`config.mk`:
```
export PLATFORM = sky130hd
export DESIGN_NAME = frr_port_resolver
export DESIGN_NICKNAME = d
export VERILOG_FILES = /design/src/rtl/frr_pkg.sv /design/src/rtl/frr_link_sync.sv /design/src/rtl/frr_live_map.sv /design/src/rtl/frr_path_select.sv /design/src/rtl/frr_out_stage.sv /design/src/rtl/frr_port_resolver.sv
export SDC_FILE = /design/constraint.sdc
export NUM_CORES = 1
export LEC_CHECK = 0
export ABC_CLOCK_PERIOD_IN_PS = 1900
export CAP_MARGIN = 20
export CORE_MARGIN = 5
export CORE_UTILIZATION = 30
export CTS_CLUSTER_SIZE = 14
export DETAILED_ROUTE_END_ITERATION = 8
export HOLD_SLACK_MARGIN = 0.12
export SLEW_MARGIN = 10
export SYNTH_ARGS = -nofsm -noshare
export SYNTH_HDL_FRONTEND = slang
export SYNTH_SLANG_ARGS = --single-unit
```
`constraint.sdc`:
```
create_clock -name clk -period 1.9 [get_ports clk]
set_clock_uncertainty 0.1 [all_clocks]
set_input_delay 0.475 -clock clk [delete_from_list [all_inputs] [get_ports clk]]
set_output_delay 0.475 -clock clk [all_outputs]
set_load 0.05 [all_outputs]
```
`src/rtl/frr_pkg.sv`:
```
package frr_pkg;
  typedef enum logic [1:0] {
    PICK_PRIMARY = 2'd0,
    PICK_BACKUP  = 2'd1,
    PICK_NONE    = 2'd2
  } pick_e;

  localparam int unsigned DEF_MASK_W   = 8;
  localparam int unsigned DEF_SYNC_LEN = 2;
endpackage

```
`src/rtl/frr_link_sync.sv`:
```
module frr_link_sync #(
  parameter int unsigned LINKS = 4,
  parameter int unsigned DEPTH = 2
) (
  input  logic             clk,
  input  logic             rst,
  input  logic [LINKS-1:0] link_raw,
  output logic [LINKS-1:0] link_safe
);
  logic [LINKS-1:0] chain [DEPTH];
  logic             armed;

  always_ff @(posedge clk) begin
    if (rst) chain[0] <= '0;
    else     chain[0] <= link_raw;
  end

  for (genvar s = 1; s < DEPTH; s++) begin : g_stage
    always_ff @(posedge clk) begin
      if (rst) chain[s] <= '0;
      else     chain[s] <= chain[s-1];
    end
    // each stage carries the previous stage forward by one cycle
    a_r6_stage_shift: assert property (@(posedge clk) disable iff (rst)
      armed |-> chain[s] == $past(chain[s-1]));
  end

  always_ff @(posedge clk) begin
    if (rst) armed <= 1'b0;
    else     armed <= 1'b1;
  end

  // first stage captures the raw input
  a_r6_first_capture: assert property (@(posedge clk) disable iff (rst)
    armed |-> chain[0] == $past(link_raw));

  assign link_safe = chain[DEPTH-1];
endmodule

```
`src/rtl/frr_live_map.sv`:
```
module frr_live_map #(
  parameter int unsigned MASK_W = 8
) (
  input  logic [MASK_W/2-1:0] mac_up,
  output logic [MASK_W-1:0]   port_live
);
  localparam int unsigned PAIRS = MASK_W / 2;

  for (genvar p = 0; p < PAIRS; p++) begin : g_pair
    assign port_live[2*p]   = mac_up[p];
    assign port_live[2*p+1] = 1'b1;
  end
endmodule

```
`src/rtl/frr_path_select.sv`:
```
module frr_path_select
  import frr_pkg::*;
#(
  parameter int unsigned MASK_W = 8
) (
  input  logic [2*MASK_W-1:0] port_field,
  input  logic [MASK_W-1:0]   port_live,
  output logic [MASK_W-1:0]   chosen,
  output pick_e               pick
);
  logic [MASK_W-1:0] prim_mask;
  logic [MASK_W-1:0] back_mask;
  logic              prim_alive;
  logic              back_alive;
  logic              back_present;

  assign prim_mask    = port_field[MASK_W-1:0];
  assign back_mask    = port_field[2*MASK_W-1:MASK_W];
  assign prim_alive   = |(prim_mask & port_live);
  assign back_alive   = |(back_mask & port_live);
  assign back_present = |back_mask;

  always_comb begin
    chosen = prim_mask;
    pick   = PICK_PRIMARY;
    if (!prim_alive) begin
      if (back_present && back_alive) begin
        chosen = back_mask;
        pick   = PICK_BACKUP;
      end else begin
        pick   = PICK_NONE;
      end
    end
  end
endmodule

```
`src/rtl/frr_out_stage.sv`:
```
module frr_out_stage
  import frr_pkg::*;
#(
  parameter int unsigned MASK_W = 8
) (
  input  logic              clk,
  input  logic              rst,
  input  logic              in_valid,
  output logic              in_ready,
  input  logic [MASK_W-1:0] in_ports,
  input  pick_e             in_pick,
  output logic              out_valid,
  input  logic              out_ready,
  output logic [MASK_W-1:0] out_ports,
  output logic              out_failover,
  output logic              out_no_route
);
  assign in_ready = !out_valid || out_ready;

  always_ff @(posedge clk) begin
    if (rst) begin
      out_valid    <= 1'b0;
      out_ports    <= '0;
      out_failover <= 1'b0;
      out_no_route <= 1'b0;
    end else if (in_ready) begin
      out_valid <= in_valid;
      if (in_valid) begin
        out_ports    <= in_ports;
        out_failover <= (in_pick == PICK_BACKUP);
        out_no_route <= (in_pick == PICK_NONE);
      end
    end
  end

  // a stalled decision is held unchanged
  a_r8_hold_stall: assert property (@(posedge clk) disable iff (rst)
    out_valid && !out_ready |=> out_valid && $stable(out_ports)
      && $stable(out_failover) && $stable(out_no_route));

  // valid appears only after an accepted request
  a_r7_valid_source: assert property (@(posedge clk) disable iff (rst)
    $rose(out_valid) |-> $past(in_valid && in_ready));
endmodule

```
`src/rtl/frr_port_resolver.sv`:
```
module frr_port_resolver
  import frr_pkg::*;
#(
  parameter int unsigned MASK_W   = DEF_MASK_W,
  parameter int unsigned SYNC_LEN = DEF_SYNC_LEN
) (
  input  logic                clk,
  input  logic                rst,
  input  logic [MASK_W/2-1:0] phy_link_up,
  input  logic                req_valid,
  output logic                req_ready,
  input  logic [2*MASK_W-1:0] req_port_field,
  output logic                dec_valid,
  input  logic                dec_ready,
  output logic [MASK_W-1:0]   dec_ports,
  output logic                dec_failover,
  output logic                dec_no_route
);
  localparam int unsigned MACS = MASK_W / 2;

  logic [MACS-1:0]   mac_safe;
  logic [MASK_W-1:0] live;
  logic [MASK_W-1:0] sel_ports;
  pick_e             sel_pick;

  frr_link_sync #(.LINKS(MACS), .DEPTH(SYNC_LEN)) u_sync (
    .clk       (clk),
    .rst       (rst),
    .link_raw  (phy_link_up),
    .link_safe (mac_safe)
  );

  frr_live_map #(.MASK_W(MASK_W)) u_map (
    .mac_up    (mac_safe),
    .port_live (live)
  );

  frr_path_select #(.MASK_W(MASK_W)) u_sel (
    .port_field (req_port_field),
    .port_live  (live),
    .chosen     (sel_ports),
    .pick       (sel_pick)
  );

  frr_out_stage #(.MASK_W(MASK_W)) u_out (
    .clk          (clk),
    .rst          (rst),
    .in_valid     (req_valid),
    .in_ready     (req_ready),
    .in_ports     (sel_ports),
    .in_pick      (sel_pick),
    .out_valid    (dec_valid),
    .out_ready    (dec_ready),
    .out_ports    (dec_ports),
    .out_failover (dec_failover),
    .out_no_route (dec_no_route)
  );

  // live primary is forwarded unchanged with no flags
  a_r1_primary_kept: assert property (@(posedge clk) disable iff (rst)
    req_valid && req_ready && |(req_port_field[MASK_W-1:0] & live)
      |=> dec_valid && dec_ports == $past(req_port_field[MASK_W-1:0])
          && !dec_failover && !dec_no_route);

  // a failover decision carries the backup mask
  a_r2_backup_used: assert property (@(posedge clk) disable iff (rst)
    req_valid && req_ready && !(|(req_port_field[MASK_W-1:0] & live))
      && |(req_port_field[2*MASK_W-1:MASK_W] & live)
      |=> dec_failover && dec_ports == $past(req_port_field[2*MASK_W-1:MASK_W]));

  // the two flags never appear together
  a_r3_flags_exclusive: assert property (@(posedge clk) disable iff (rst)
    dec_valid |-> !(dec_failover && dec_no_route));

  // req_ready follows the output stage occupancy
  a_r7_ready_rule: assert property (@(posedge clk) disable iff (rst)
    req_ready == (!dec_valid || dec_ready));
endmodule

```
==> metrics.md <==
| Metric | Value |
|---|---|
| Status | finished clean |
| Grt met2 use | 21.0% |
| Routed length per instance | 12.6 um |
| Post-synthesis cell type count | 20 |
| VDD IR-drop max | roughly 480 uV |
| Final setup TNS | 0 ns |
| Final period utilization | 96.6% |
| Worst-Margin Slew | 0.267 ns |
| Xor and xnor area share after synthesis | 0% |
| Crit-path cells | clkdlybuf4s50_1 > nor4_2 > and3_2 > nand3_1 > a311oi_1 |
| Clk buf depth | 2 |
| Via count | 776 |
| Total track usage | 11.9% |
| CP arrival | 1.94 ns |
| Worst-path clk slew | 0.10 ns |
| I/O Buffers | 35 |
| Non-Filler Instances | 156 |
| Gr ovfl total | 0 |
| Synth Area in Compound Gates | 16.7% |
| H-tree depth | 1 |
| Antenna diodes | 0 |
| CP delay by family, top | simple AND/OR/NAND/NOR gates |
| Dpl ws | -0.270 ns |
| Post-synthesis cell count | 85 |
| Pwr Total | 0.824 mW |
| Post-synthesis mux area share | 0% |
| Crit-path slowest cell | clkdlybuf4s50_1 |
| Delay of the slowest critical-path stage | 0.46 ns |
| Synth Cell Area | 748 um^2 |
| Design area | 1190 um^2 |
| Vias in the first global route | 753 |
| Initial DRC Count | 23 |
| Layout cells sized above 1 | 21.4% |
| CTS tree | done |
| First-pass GRT wire length | 3220 um |
| Die Wd | between 50 and 60 um |
| Hold Crit Class | flip-flop to flip-flop |
| Hpwl dp | approximately 1600 um |
| Fin nets | 151 |
| Hold_ws | 0.350 ns |
| Syn-to-layout area delta | 59.4% |
| F_max | 0.545 GHz |
| Syn. warnings | 0 |
| Unrepaired setup endpoints after global routing | no |
| Worst path required time | 2.00 ns |
| Largest net degree at the start of global routing | 19 |
| CTS Sinks | 19 |
| Post-Synth Simple-Gate Area | approximately 28% |
| Worst-Skew Late Latency | 0.29 ns |
| Final Routed Wirelength | approximately 2000 um |
| Register area share after synthesis | 50.8% |
| Critical path launch point type | input pin |
| Root buffer cell | clkbuf_4 |
| Synth Area in Adders | 0% |
| Hold Vio Cnt, Final | 0 |
| Critical Path End Type | flip-flop |
| Power per cell area | 691 nW/um^2 |
| Flop and latch count out of synthesis | 19 |
| Post-Place Cells | 152 |
| Drt pass-1 iters | 4 |
| Area after DPL | between 1000 and 1500 um^2 |
| Worst setup margin | approximately 0.064 ns |
| Clock period minus worst slack | 1.84 ns |
| GRT Max-Usage Layer | met2 |
| Crit Path Class | input pin to flip-flop |
| Largest family of logic cells by synthesized area | simple AND/OR/NAND/NOR gates |
| Post-Syn Area per Cell | 8.80 um^2 |
| Placer's final routability congestion estimate | 0.838 |
| Pleak | 0.460 nW |
| Final Core Density | between 40% and 50% |
| M1 GR Usage | roughly an eighth |
| Syn_nets | 109 |
| Initial antenna violation count | 0 |
| Starting Density | 30.8% |
| Final setup viols | 0 |
| Fin. max-slew vios | 0 |
| Core Rows | 18 |
| CORE AREA | 2430 um^2 |
| DRC | 0 |
| M3 GR Usage | 3.02% |
| WP buf/inv | 1 |
| Inserted Clock Buffers | 3 |
| Rel. slew slack | between 80 and 90% |
| Die area | 3590 um^2 |
| ANT nets after route | 0 |
| Ports | 36 |
| Vias per std cell | approximately 5.0 |
| Die Ht | 59.9 um |
| Max-cap violations | 0 |
| Worst-path fanout max | 7 |
-- cells in the final DEF, fill, tap and decap left out --
cell type,n
a21oi_1,3
a22oi_1,4
a311oi_1,4
a31oi_1,4
and2_1,1
and3_2,2
buf_12,2
buf_4,17
clkbuf_1,1
clkbuf_4,3
clkdlybuf4s50_1,23
dfxtp_1,19
inv_1,1
nand2_1,11
nand2b_2,1
nand3_1,12
nor2_1,4
nor2b_1,8
nor4_2,2
o21ai_0,4
-- routing by layer --
metal | wire length, um | share of wire [%] | vias to the layer above
met5 | 0 | 0 | -
met4 | 18 | 0.92 | 0
met3 | 209 | 11 | 4
met2 | 931 | 47 | 36
met1 | 808 | 41 | 348
li1 | - | - | 388
-- cell usage after synthesis --
cell type | count | area share [%]
nor2b_1 | 8 | 6.7
nand2b_1 | 1 | 0.84
nor2_1 | 4 | 2.0
dfxtp_1 | 19 | 51
a31oi_1 | 4 | 3.3
nor4_1 | 1 | 0.84
inv_1 | 1 | 0.50
nand3_1 | 12 | 8.0
a21oi_1 | 3 | 2.0
buf_6 | 1 | 1.5
and3_1 | 2 | 1.7
buf_1 | 1 | 0.50
buf_2 | 2 | 1.3
a22oi_1 | 4 | 4.0
nor4_2 | 1 | 1.7
nand2_1 | 11 | 5.5
a311oi_1 | 4 | 4.7
and2_1 | 1 | 0.84
clkbuf_1 | 1 | 0.50
o21ai_0 | 4 | 2.7
-- cell families (layout without fill, tap and decap cells) --
logic type / count (synthesis) / in the layout
AO/OA/AOI/OAI: 19 / 19
flip-flops: 19 / 19
AND/OR/NAND/NOR: 41 / 41
buffers and inverters: 6 / 47
-- timing repair --
action / CTS / global route
hold buffers: 0 / 0
hold endpoints to repair: 0 / 0
endpoints found under the setup margin: 0 / 8
resized for setup: 0 / 3
buffers inserted: 0 / 0
-- registers in the layout, indices dropped and copies added (netlist names) --
| signal | flops |
|---|---|
| u_out.out_ports | 8 |
| u_sync.chain | 8 |
| u_out.out_failover | 1 |
| u_out.out_no_route | 1 |
| u_out.out_valid | 1 |
-- area by class of cell --
type / instances / area (um^2)
Sequential cell: 19 / 380
Multi-Input combinational cell: 60 / 347
Timing Repair Buffer: 42 / 398
Clock buffer: 4 / 26.3
Tap cell: 30 / 37.5
Inverter: 1 / 3.75
Fill cell: 242 / 1240
-- worst register-to-register path: stages, from the launching register on --
cell and delay, ns:
dfxtp_1 0.33, a22oi_1 0.22, and3_2 0.30, nand3_1 0.10, a311oi_1 0.27
-- final timing paths --
check	start	end	slack (ns)	cells after the start
max	req_port_field[3]	u_out.out_ports[2]$_SDFFE_PP0P_	0.06	5
min	u_sync.chain[0][0]$_SDFF_PP0_	u_sync.chain[1][0]$_SDFF_PP0_	0.35	1
max reg2reg	u_sync.chain[1][3]$_SDFF_PP0_	u_out.out_ports[2]$_SDFFE_PP0P_	0.50	4
min reg2reg	u_sync.chain[0][0]$_SDFF_PP0_	u_sync.chain[1][0]$_SDFF_PP0_	0.35	1
-- where the power goes --
| group | switching, mW | internal, mW | total [mW] |
|---|---|---|---|
| clock | 0.113 | 0.0816 | 0.195 |
| combinational | 0.106 | 0.0941 | 0.200 |
| sequential | 0.00911 | 0.420 | 0.429 |
| total | 0.228 | 0.595 | 0.824 |
Power figures use the tool's default switching activity.
